--- config.mk ---
export PLATFORM = sky130hd
export DESIGN_NAME = tag_dir_store
export DESIGN_NICKNAME = d
export VERILOG_FILES = /design/src/rtl/tds_pkg.sv /design/src/rtl/tds_tag_array.sv /design/src/rtl/tds_status_array.sv /design/src/rtl/tds_hit_logic.sv /design/src/rtl/tag_dir_store.sv
export SDC_FILE = /design/constraint.sdc
export NUM_CORES = 1
export LEC_CHECK = 0
export BUFFER_PORTS_ARGS = -buffer_cell sky130_fd_sc_hd__buf_2
export CELL_PAD_IN_SITES_DETAIL_PLACEMENT = 1
export CELL_PAD_IN_SITES_GLOBAL_PLACEMENT = 2
export CORE_MARGIN = 2
export CORE_UTILIZATION = 30
export DETAILED_ROUTE_END_ITERATION = 12
export PLACE_DENSITY_LB_ADDON = 0.1
export SLEW_MARGIN = 20
export SYNTH_ARGS = -nofsm -noshare
export SYNTH_HDL_FRONTEND = slang
export SYNTH_SLANG_ARGS = --single-unit
export TNS_END_PERCENT = 20
--- constraint.sdc ---
create_clock -name clk -period 5.9 [get_ports clk]
set_input_delay 1.475 -clock clk [delete_from_list [all_inputs] [get_ports clk]]
set_output_delay 1.475 -clock clk [all_outputs]
set_load 0.02 [all_outputs]
--- src/rtl/tds_pkg.sv ---
package tds_pkg;
  localparam int STAT_W = 3;

  // bit 0 valid, bit 1 dirty, bit 2 write-through
  typedef struct packed {
    logic wt;
    logic dirty;
    logic valid;
  } stat_t;
endpackage

--- src/rtl/tds_tag_array.sv ---
module tds_tag_array #(
  parameter int ADDR_W = 6,
  parameter int TAG_W  = 12
) (
  input  logic              clk,
  input  logic              we,
  input  logic [ADDR_W-1:0] addr,
  input  logic [TAG_W-1:0]  wdata,
  output logic [TAG_W-1:0]  rdata
);
  localparam int DEPTH = 1 << ADDR_W;

  logic [TAG_W-1:0] mem [DEPTH];

  always_ff @(posedge clk) begin
    if (we) begin
      mem[addr] <= wdata;
    end
  end

  assign rdata = mem[addr];
endmodule

--- src/rtl/tds_status_array.sv ---
module tds_status_array
  import tds_pkg::*;
#(
  parameter int ADDR_W = 6
) (
  input  logic                           clk,
  input  logic                           rst_n,
  input  logic                           clr,
  input  logic                           we,
  input  logic [ADDR_W-1:0]              addr,
  input  stat_t                          wdata,
  output stat_t                          rdata,
  output logic [STAT_W*(1<<ADDR_W)-1:0]  flat
);
  localparam int DEPTH = 1 << ADDR_W;

  stat_t ent [DEPTH];

  for (genvar e = 0; e < DEPTH; e++) begin : g_ent
    stat_t cur_q;
    stat_t nxt;
    logic  wr_e;

    assign wr_e = we && (addr == ADDR_W'(e));

    always_comb begin
      nxt = cur_q;
      if (clr) begin
        nxt = '0;
      end else if (wr_e) begin
        nxt = wdata;
      end
    end

    always_ff @(posedge clk or negedge rst_n) begin
      if (!rst_n) begin
        cur_q <= '0;
      end else begin
        cur_q <= nxt;
      end
    end

    assign ent[e] = cur_q;
    assign flat[e*STAT_W +: STAT_W] = cur_q;
  end

  assign rdata = ent[addr];
endmodule

--- src/rtl/tds_hit_logic.sv ---
module tds_hit_logic #(
  parameter int TAG_W = 12
) (
  input  logic             sel,
  input  logic             block,
  input  logic             generic_mode,
  input  logic             valid,
  input  logic [TAG_W-1:0] stored,
  input  logic [TAG_W-1:0] probe,
  output logic             hit
);
  logic [TAG_W-1:0] diff;
  logic             eq;
  logic             qual;

  assign diff = stored ^ probe;
  assign eq   = (diff == '0);
  assign qual = generic_mode | valid;

  always_comb begin
    hit = 1'b0;
    if (sel && !block) begin
      hit = eq & qual;
    end
  end
endmodule

--- src/rtl/tag_dir_store.sv ---
module tag_dir_store
  import tds_pkg::*;
#(
  parameter int ADDR_W = 6,
  parameter int TAG_W  = 12
) (
  input  logic              clk,
  input  logic              rst_n,
  input  logic [ADDR_W-1:0] addr,
  input  logic              sel_a_n,
  input  logic              sel_b,
  input  logic              sleep,
  input  logic              clr_n,
  input  logic              generic_mode,
  input  logic              tag_rd_en,
  input  logic              tag_wr,
  input  logic [TAG_W-1:0]  tag_in,
  output logic [TAG_W-1:0]  tag_out,
  output logic              tag_drv,
  input  logic              stat_rd_en,
  input  logic              stat_wr,
  input  logic [2:0]        stat_in,
  output logic [2:0]        stat_out,
  output logic              stat_drv,
  output logic              hit,
  output logic              hit_drv
);
  localparam int DEPTH = 1 << ADDR_W;

  logic                      sel;
  logic                      tag_we;
  logic                      stat_we;
  logic                      blk;
  logic [TAG_W-1:0]          tag_rd;
  stat_t                     st_rd;
  stat_t                     st_wd;
  logic [STAT_W*DEPTH-1:0]   stat_flat;

  assign sel     = !sel_a_n && sel_b && !sleep;
  assign tag_we  = sel && tag_wr && clr_n;
  assign stat_we = sel && stat_wr && clr_n;
  assign blk     = tag_rd_en || tag_wr || stat_wr || !clr_n;
  assign st_wd   = stat_t'(stat_in);

  tds_tag_array #(.ADDR_W(ADDR_W), .TAG_W(TAG_W)) u_tags (
    .clk   (clk),
    .we    (tag_we),
    .addr  (addr),
    .wdata (tag_in),
    .rdata (tag_rd)
  );

  tds_status_array #(.ADDR_W(ADDR_W)) u_stat (
    .clk   (clk),
    .rst_n (rst_n),
    .clr   (!clr_n),
    .we    (stat_we),
    .addr  (addr),
    .wdata (st_wd),
    .rdata (st_rd),
    .flat  (stat_flat)
  );

  tds_hit_logic #(.TAG_W(TAG_W)) u_hit (
    .sel          (sel),
    .block        (blk),
    .generic_mode (generic_mode),
    .valid        (st_rd.valid),
    .stored       (tag_rd),
    .probe        (tag_in),
    .hit          (hit)
  );

  always_comb begin
    tag_drv = sel && (tag_rd_en || tag_wr);
    tag_out = '0;
    if (tag_drv) begin
      tag_out = tag_wr ? tag_in : tag_rd;
    end
  end

  always_comb begin
    stat_drv = sel && (stat_rd_en || stat_wr);
    stat_out = '0;
    if (stat_drv) begin
      stat_out = stat_wr ? stat_in : 3'(st_rd);
    end
  end

  assign hit_drv = sel;
endmodule

* Word-level counts from Yosys, hierarchy flattened
Memory sizes are Yosys's and may differ from the RTL's.
Cells that the tools add are included.
W data, S select, Z words.
** Operators by class
- Magnitude comparators :: 1
- Eq/ne operators :: 127
- Mux-type cells :: 138
- Bitwise operators :: 4
- Reductions and logical operators :: 83
** Operators with widths (number)
- $mux W3 :: 132
- $eq A6 B6 Y1 const B :: 32
- $ne A2 B1 Y1 const B :: 64
- $eq A6 B5 Y1 const B :: 16
- $logic_and A1 B1 Y1 :: 73
- $eq A6 B4 Y1 const B :: 8
- $eq A6 B3 Y1 const B :: 4
- $mux W12 :: 2
- $bmux W3 S6 :: 1
- $eq A6 B2 Y1 const B :: 2
- $logic_not A12 Y1 :: 1
- $xor A12 B12 Y12 :: 1
- $ge A7 B7 Y1 const B :: 1
- $not A6 Y7 :: 1
- $eq A6 B1 Y1 const B :: 1
- $logic_not A6 Y1 :: 1
- $logic_not A1 Y1 :: 4
- $logic_or A1 B1 Y1 :: 4
- $mux W1 :: 3
- $and A1 B1 Y1 :: 1
- $or A1 B1 Y1 :: 1
** Word-level totals
- Flip-flop bits (word level) :: 192
- Bits in writable memories :: 768
- Output and inout port bits :: 19
- Word-level logic and storage cells :: 546
- Memories :: 1
** Memories
- u_tags.mem :: words 64, bits a word 12, read ports 1, clocked after Yosys merged registers in 0, write ports 1, RTL line tds_tag_array.sv:13 : logic [TAG_W-1:0] mem [DEPTH];

* Depth between registers and ports, before layout
Gate-level depths: netlist of the first run.
- Depth in word-level cells :: 8
- Gate-level depth with buffers :: 13
- Mapped depth without buffers :: 8

* Cells and area by module
A second synthesis of the first run with hierarchy kept.
** Second synthesis, totals
- Cells, all modules :: 2844
- Area total of the unflattened synthesis :: 40029.6 µm²
** By module, submodules not included
- tds_tag_array :: instances 1, cells an instance 1714, area each 29693.5 µm², sequential area each 23062.1 µm²
- tds_status_array :: instances 1, cells an instance 1066, area each 9813.2 µm², sequential area each 4804.6 µm²
- tag_dir_store :: instances 1, cells an instance 46, area each 375.4 µm², sequential area each 0.0 µm²
- tds_hit_logic :: instances 1, cells an instance 18, area each 147.6 µm², sequential area each 0.0 µm²

* Worst setup path after synthesis of the first run
OpenSTA, ideal clock, no wires.
- Kind :: input port to output port
- From :: in addr[1]
- To :: out hit
- Data arrival time :: 3.828 ns
- Data required time :: 4.425 ns
- Path slack :: 0.597 ns
- Stages on the path :: 11
- Path through :: buf_2 buf_6 buf_4 buf_2 a211oi_1 a2111oi_1 nor4_4 xnor2_1 mux2i_1 o2111ai_1 nor4_2
** Between the ends
- Cells in the longest elaborated chain, start to end :: 7
- Elaborated cells on any way between the ends :: 10
- Those cells by class :: 4 x mux; 4 x bitwise; 1 x reduce/logical; 1 x memory
** Ends and longest elaborated chain
- start, declared :: RTL line tag_dir_store.sv:9 : input logic [ADDR_W-1:0] addr,
- parallel branches: the longest is 5 deep, another holds $mem_v2 Z64 W12
- $and A1 B1 Y1 (*) :: RTL line tds_hit_logic.sv:23 : hit = eq & qual;
- $mux W1 (*) :: RTL line tds_hit_logic.sv:22 : if (sel && !block) begin
- end, declared :: RTL line tag_dir_store.sv:25 : output logic hit,
Every way passes the cells marked *. The select of a mux whose other input is x is not followed.

* Final worst setup path of the first run
- From :: in addr[2]
- To :: out hit
Same word-level chain as after synthesis.

==> metrics, run 1 <==
Pwr Total 15.2 mW; Setup TNS Final -0.0147 ns; RSZ-0062 raised after global routing true; clk buf depth 3; Tot GR Track Use 20.7%; post-synthesis sequential area ratio 68.5%; final core utilization 36.9%; Critical Path End Type primary output; Setup Slack @ Placement -0.642 ns; complex-gate fraction of the synthesized area 6.36%; Area growth syn-to-layout 22.5%; WHS 0.521 ns; drt total wl 143 mm; end of the worst hold path u_stat.flat[28]; worst r2r src u_stat.flat[173]; global-route wire length before repair 204 mm; Fin. Hold Viols 0; ys async rst share 20.0%; Worst-Skew Late Latency 0.68 ns; Post-Synth XOR/XNOR Area 0.237%; r2r setup slk 5.15 ns; #FFs+latches synth 960; Cell Pwr Density 305 nW/µm²; CP arrival 4.44 ns; via/cell ratio 5.19; reg2reg end u_stat.flat[173]; num rows 135; clk sink count 960; Hold Path Cell Cnt 2; Yosys top cell area share 56.7%; Ports 51; FF-to-FF path depth 2; Mean Syn Cell Area 15.8 µm²; DIE WIDTH 372 µm; maximum clock frequency 169 MHz; Inst Count DP 4570; commonest register cell after synthesis edfxtp_1; Placed Area 45200 µm²; DRC Markers 0; critical path peak fanout 9; Lkg Pwr 17.2 nW; Pint 11.7 mW; Cell Area, Synth 40700 µm²; Clk pin slew, worst setup/hold paths 0.06 ns; Die Y 372 µm; largest net degree at the start of global routing 114; failing checks negative setup slack; Final #Nets 2972; Yosys top cell by area edfxtp_1; Relative slew margins 26.9%; part of the power in registers 48.2%; status finished with violations; Area contributors post-synth edfxtp_1 57%, mux4_2 12%, dfrtp_1 12%; initial core utilization 30.1%; Post-synth top cells 768 x edfxtp_1, 331 x nand2_1, 224 x nand3_1, 214 x mux4_2, 192 x dfrtp_1; minimum clock period 5.91 ns; Hold Buf Count CTS 0; Syn Nets 2614; Post-Synth Adder-Cell Area 0%; most frequent cell after synthesis edfxtp_1; DRT antenna net count 0; Final HPWL DP 94.6 mm; Final WS setup -0.0147 ns; multi-input logic area 12200 µm²; Layout Cells excl Fill 4815; mux share of post-synthesis cell area 14.3%; Hold Crit Class reg -> reg; largest family of logic cells by synthesized area multiplexers; Root Driver clkbuf_16; DR WL/cell 29.7 µm; RD Place Congestion 0.835; core box area 135000 µm²; Comb power frac 7.4%; final instance area 49800 µm²; DRT iter0 DRCs 1775; sw frac 23.1%; share of cells above drive strength 1 29.3%; Worst Setup Path Type in -> out; Final Cycle Share 100%; Final Skew 0 ns; Seq. cell area 27900 µm²; GR Overflow Total 0; hold_sp u_stat.flat[28]; unique cell type count in the Yosys netlist 61; final setup fails 1; Synth warnings 0; CP startpoint kind primary input; Data required, critical path 4.43 ns; Final Max Slew Viols 0; NetSw 3.51 mW; drt first pass iters 8; via count 25000; Max-cap violations 0; Num CTS Buffers 109; vias in the first global route 26400; Worst Tran Pin Value 1.09 ns; Peak VDD IR 0.000257 V; DIE AREA 139000 µm²; CTS tree yes; simple-gate area share of the yosys netlist 8.08%; IO buf count 50; Syn Inst Count 2582; number of flops mapped to enable cells by yosys 768; share of power burned in the clock network 44.4%; initial antenna violation count 5; FILL cells 13700; H-tree levels 3
-- sequential cells by signal, indices dropped and copies added, names as in the netlist --
signal / count
u_tags.mem: 768
u_stat.flat: 192
-- routing by layer --
layer | part of all wire, % | GRT usage (%)
met4 | 2.7 | 5.26
met1 | 44 | 27.6
met5 | 0.027 | 0
met2 | 50 | 35.6
met3 | 3.6 | 2.86
-- power by group through the flow --
stage	Clock, mW	Combinational [mW]	Sequential [mW]
2_1_floorplan	0	0.459	7.46
3_3_place_gp	0	1.04	7.46
3_5_place_dp	0	1.05	7.46
4_1_cts	6.95	1.10	7.32
5_1_grt	7.19	1.19	7.32
6_report	6.75	1.13	7.32
-- critical path, stage by stage --
cell      delay [ns]
buf_16          0.14
buf_4           0.18
buf_12          0.15
nor2b_2         0.17
buf_4           0.19
a221oi_1        0.64
a22oi_1         0.20
nand2_1         0.13
o311ai_2        0.11
xor2_1          0.16
nand2_1         0.11
nor4_4          0.44
buf_4           0.20
buf_6           0.11
-- worst max path at each step --
stage               startpoint   to  slack, ns
global route           addr[0]  hit      -0.05
detailed placement     addr[1]  hit      -0.64
floorplan              addr[1]  hit       0.60
finish                 addr[2]  hit      -0.01
global placement       addr[1]  hit      -0.78
CTS                    addr[1]  hit      -0.08
-- layout make-up --
| class | count | share of cell area [%] |
|---|---|---|
| Clock inverter | 58 | 1.16 |
| Tap cell | 1781 | 4.47 |
| Multi-Input combinational cell | 1422 | 24.5 |
| Timing Repair Buffer | 436 | 7.87 |
| Antenna cell | 1 | 0.00502 |
| Sequential cell | 960 | 55.9 |
| Inverter | 11 | 0.0828 |
| Clock buffer | 146 | 5.98 |
-- cell usage in the layout (no fill, tap or decap), types with 9 or more instances in the layout --
| master | count |
|---|---|
| mux4_2 | 214 |
| clkinv_2 | 20 |
| o21ai_0 | 10 |
| nor2_1 | 116 |
| a21oi_1 | 17 |
| edfxtp_1 | 768 |
| buf_16 | 14 |
| a21boi_1 | 114 |
| and3_1 | 9 |
| buf_12 | 27 |
| a21boi_0 | 78 |
| buf_4 | 329 |
| clkbuf_16 | 113 |
| clkbuf_1 | 28 |
| nand2_1 | 330 |
| a211oi_1 | 10 |
| buf_2 | 43 |
| buf_6 | 16 |
| o22ai_1 | 14 |
| a221oi_1 | 9 |
| nor2b_1 | 9 |
| nand3_1 | 222 |
| mux2i_1 | 89 |
| clkinv_1 | 18 |
| bufinv_16 | 9 |
| a22oi_1 | 32 |
| dfrtp_1 | 192 |
-- logic make-up after synthesis --
kind of cell,count (synthesis)
buffers and inverters,200
flip-flops,960
AND/OR/NAND/NOR,747
AO/OA/AOI/OAI,350
multiplexers,314
XOR/XNOR,11
-- repair_timing --
action | 4_1_cts | 5_1_grt
endpoints found under the setup margin | 7 | 5
cloned | 5 | 2
resized for setup | 62 | 60
endpoints found under the hold margin | 0 | 0
pin swaps | 6 | 16
buffers inserted | 10 | 28
(Power assumes the default switching activity.)
==> run 2, diff against run 1 <==
- CORE_ASPECT_RATIO: unset -> 0.9
==> metrics, run 2 (synthesized netlist as in run 1, its figures left out) <==
Final WS setup -0.240 ns (-0.225 ns); Worst Tran Pin Value 1.01 ns (-0.0736 ns); Clk pin slew, worst setup/hold paths 0.06 ns (about the same); share of cells above drive strength 1 28.7% (-0.61 points); Seq. cell area 27900 µm² (unchanged); CP startpoint kind primary input; highest metal used met4; Data required, critical path 4.43 ns (about the same); RD Place Congestion 0.817 (-2.2%); met3 WL post-DR 7.04 mm (+37%); via/cell ratio 5.16 (-0.58%); initial antenna violation count 6 (+1); Tot GR Track Use 20.8% (+0.025 points); core box area 135000 µm² (about the same); Final Max Slew Viols 0 (unchanged); Num CTS Buffers 108 (-0.92%); FILL cells 13600 (-0.55%); commonest non-fill, non-tap cells in the layout 768 x edfxtp_1, 336 x buf_4, 330 x nand2_1; DRC Markers 0 (unchanged); Hold Path Cell Cnt 2 (unchanged); DRT antenna net count 0 (unchanged); failing checks negative setup slack; drt first pass iters 5 (-3); DR WL/cell 29.6 µm (-0.56%); CP arrival 4.67 ns (+0.23 ns); Final HPWL DP 94.0 mm (-0.61%); Cell Pwr Density 303 nW/µm² (-0.74%); largest net degree at the start of global routing 195 (+71%); critical path peak fanout 7 (-2); CP delay by family, top simple AND/OR/NAND/NOR gates; CTS tree yes; clk buf depth 3 (unchanged); DRT iter0 DRCs 1969 (+11%); Top reg by flops u_tags.mem; FF-to-FF path depth 2 (unchanged); commonest non-fill, non-tap cell in the layout edfxtp_1; DIE AREA 139000 µm² (about the same); Critical Path End Type primary output; worst path cell trace buf_16 > buf_16 > buf_4 > mux4_2 > o21ai_0 > nand3_1 > o31ai_4 > xor2_2 > nand2_1 > nor4_4 > buf_4 > buf_6; global-route wire length before repair 204 mm (+0.14%); Final #Nets 2964 (-0.27%); critical path depth 12 (-2); minimum clock period 6.14 ns (+0.225 ns); Lkg Pwr 17.0 nW (-0.91%); Worst Setup Path Type in -> out; Area growth syn-to-layout 21.7%; worst path bufs/invs 5 (-1); vias in the first global route 26400 (+0.015%); drt total wl 143 mm (-0.12%); Relative slew margins 32.4% (+5.4 points); Hold Crit Class reg -> reg; Fin. Hold Viols 0 (unchanged); num rows 128 (-5.2%); max FFs per register 768 (unchanged); via count 25000 (-0.15%); initial core utilization 30.1% (about the same); status finished with violations; maximum clock frequency 163 MHz (-3.7%); Setup TNS Final -0.240 ns (-0.225 ns); Final Skew 0 ns (unchanged); Hold Buf Count CTS 0 (unchanged); Final Cycle Share 104% (+3.8 points); clk sink count 960 (unchanged); max incr delay on CP 0.51 ns (-0.13 ns); DR WL met2 67.1 mm (-6.3%); IO buf count 50 (unchanged); Die Y 353 µm (-5.1%); M1 wire length 66.3 mm (+5.9%); Peak VDD IR 0.000234 V (-9.1%); RSZ-0062 raised after global routing true; GR Overflow Total 0 (unchanged); final instance area 49500 µm² (-0.61%); Worst-Skew Late Latency 0.69 ns (about the same); CP max-delay cell nor4_4; Placed Area 45200 µm² (about the same); Max-cap violations 0 (unchanged); Ports 51 (unchanged); H-tree levels 3 (unchanged); final setup fails 1 (unchanged); DIE WIDTH 392 µm (+5.4%); Root Driver clkbuf_16; multi-input logic area 12200 µm² (about the same)
[run 2: changes by cell type in the layout (fill, tap and decap cells not counted), sizes merged]
cell    change
buf         -4
diode       +1
bufinv      -2
clkbuf      -8
clkinv      -4
inv         -1
[run 2: metrics by stage]
stage               power [mW]  utilization (%)  cells  setup slack (ns)  hold WS, ns
floorplan                 7.92                -   2582             0.597        0.496
CTS                       15.2             36.7   4833            -0.153        0.522
finish                    15.0             36.7   4836            -0.240        0.521
global placement          8.50             33.5   4602             -1.17        0.509
global route              15.5             36.7   4834            -0.357        0.548
detailed placement        8.51             33.5   4602             -1.11        0.514
[run 2: final cells by class]
cell class                 count  area share [%]
antenna                        2          0.0101
clock buffer                 141            5.87
clock inverter                51           0.950
inverter                      11          0.0884
multi-input combinational   1422            24.7
sequential                   960            56.3
tap                         1820            4.60
timing repair buffer         429            7.54
[run 2: path summary, 6_finish.rpt]
check / startpoint / endpoint / slack (ns)
min: u_stat.flat[82] / u_stat.flat[82] / 0.52
max in group asynchronous: rst_n / u_stat.flat[8] / 3.73
min in group asynchronous: rst_n / u_stat.flat[168] / 0.89
max: addr[1] / hit / -0.24
max reg2reg: u_stat.flat[25] / u_stat.flat[25] / 5.18
min reg2reg: u_stat.flat[82] / u_stat.flat[82] / 0.52
[run 2: what timing repair did]
action	4_1_cts	5_1_grt
resized for setup	89	2
endpoints found under the setup margin	5	6
cloned	3	0
setup buffers	38	0
endpoints found under the hold margin	0	0
pin swaps	24	1
[run 2: worst reg2reg max path: stages (launching register included)]
cell      delay, ns
dfrtp_1        0.36
nand2_1        0.06
a21boi_0       0.20
[run 2: power breakdown]
part / switching [mW] / internal (mW)
clock network: 2.79 / 3.76
registers: 0.00107 / 7.32
logic: 0.699 / 0.430
[run 2: per-layer routing]
metal	track usage, %	vias to the layer above
met5	0	-
met4	4.30	0
met3	3.78	155
met2	32.9	584
met1	29.8	13500
li1	-	10700
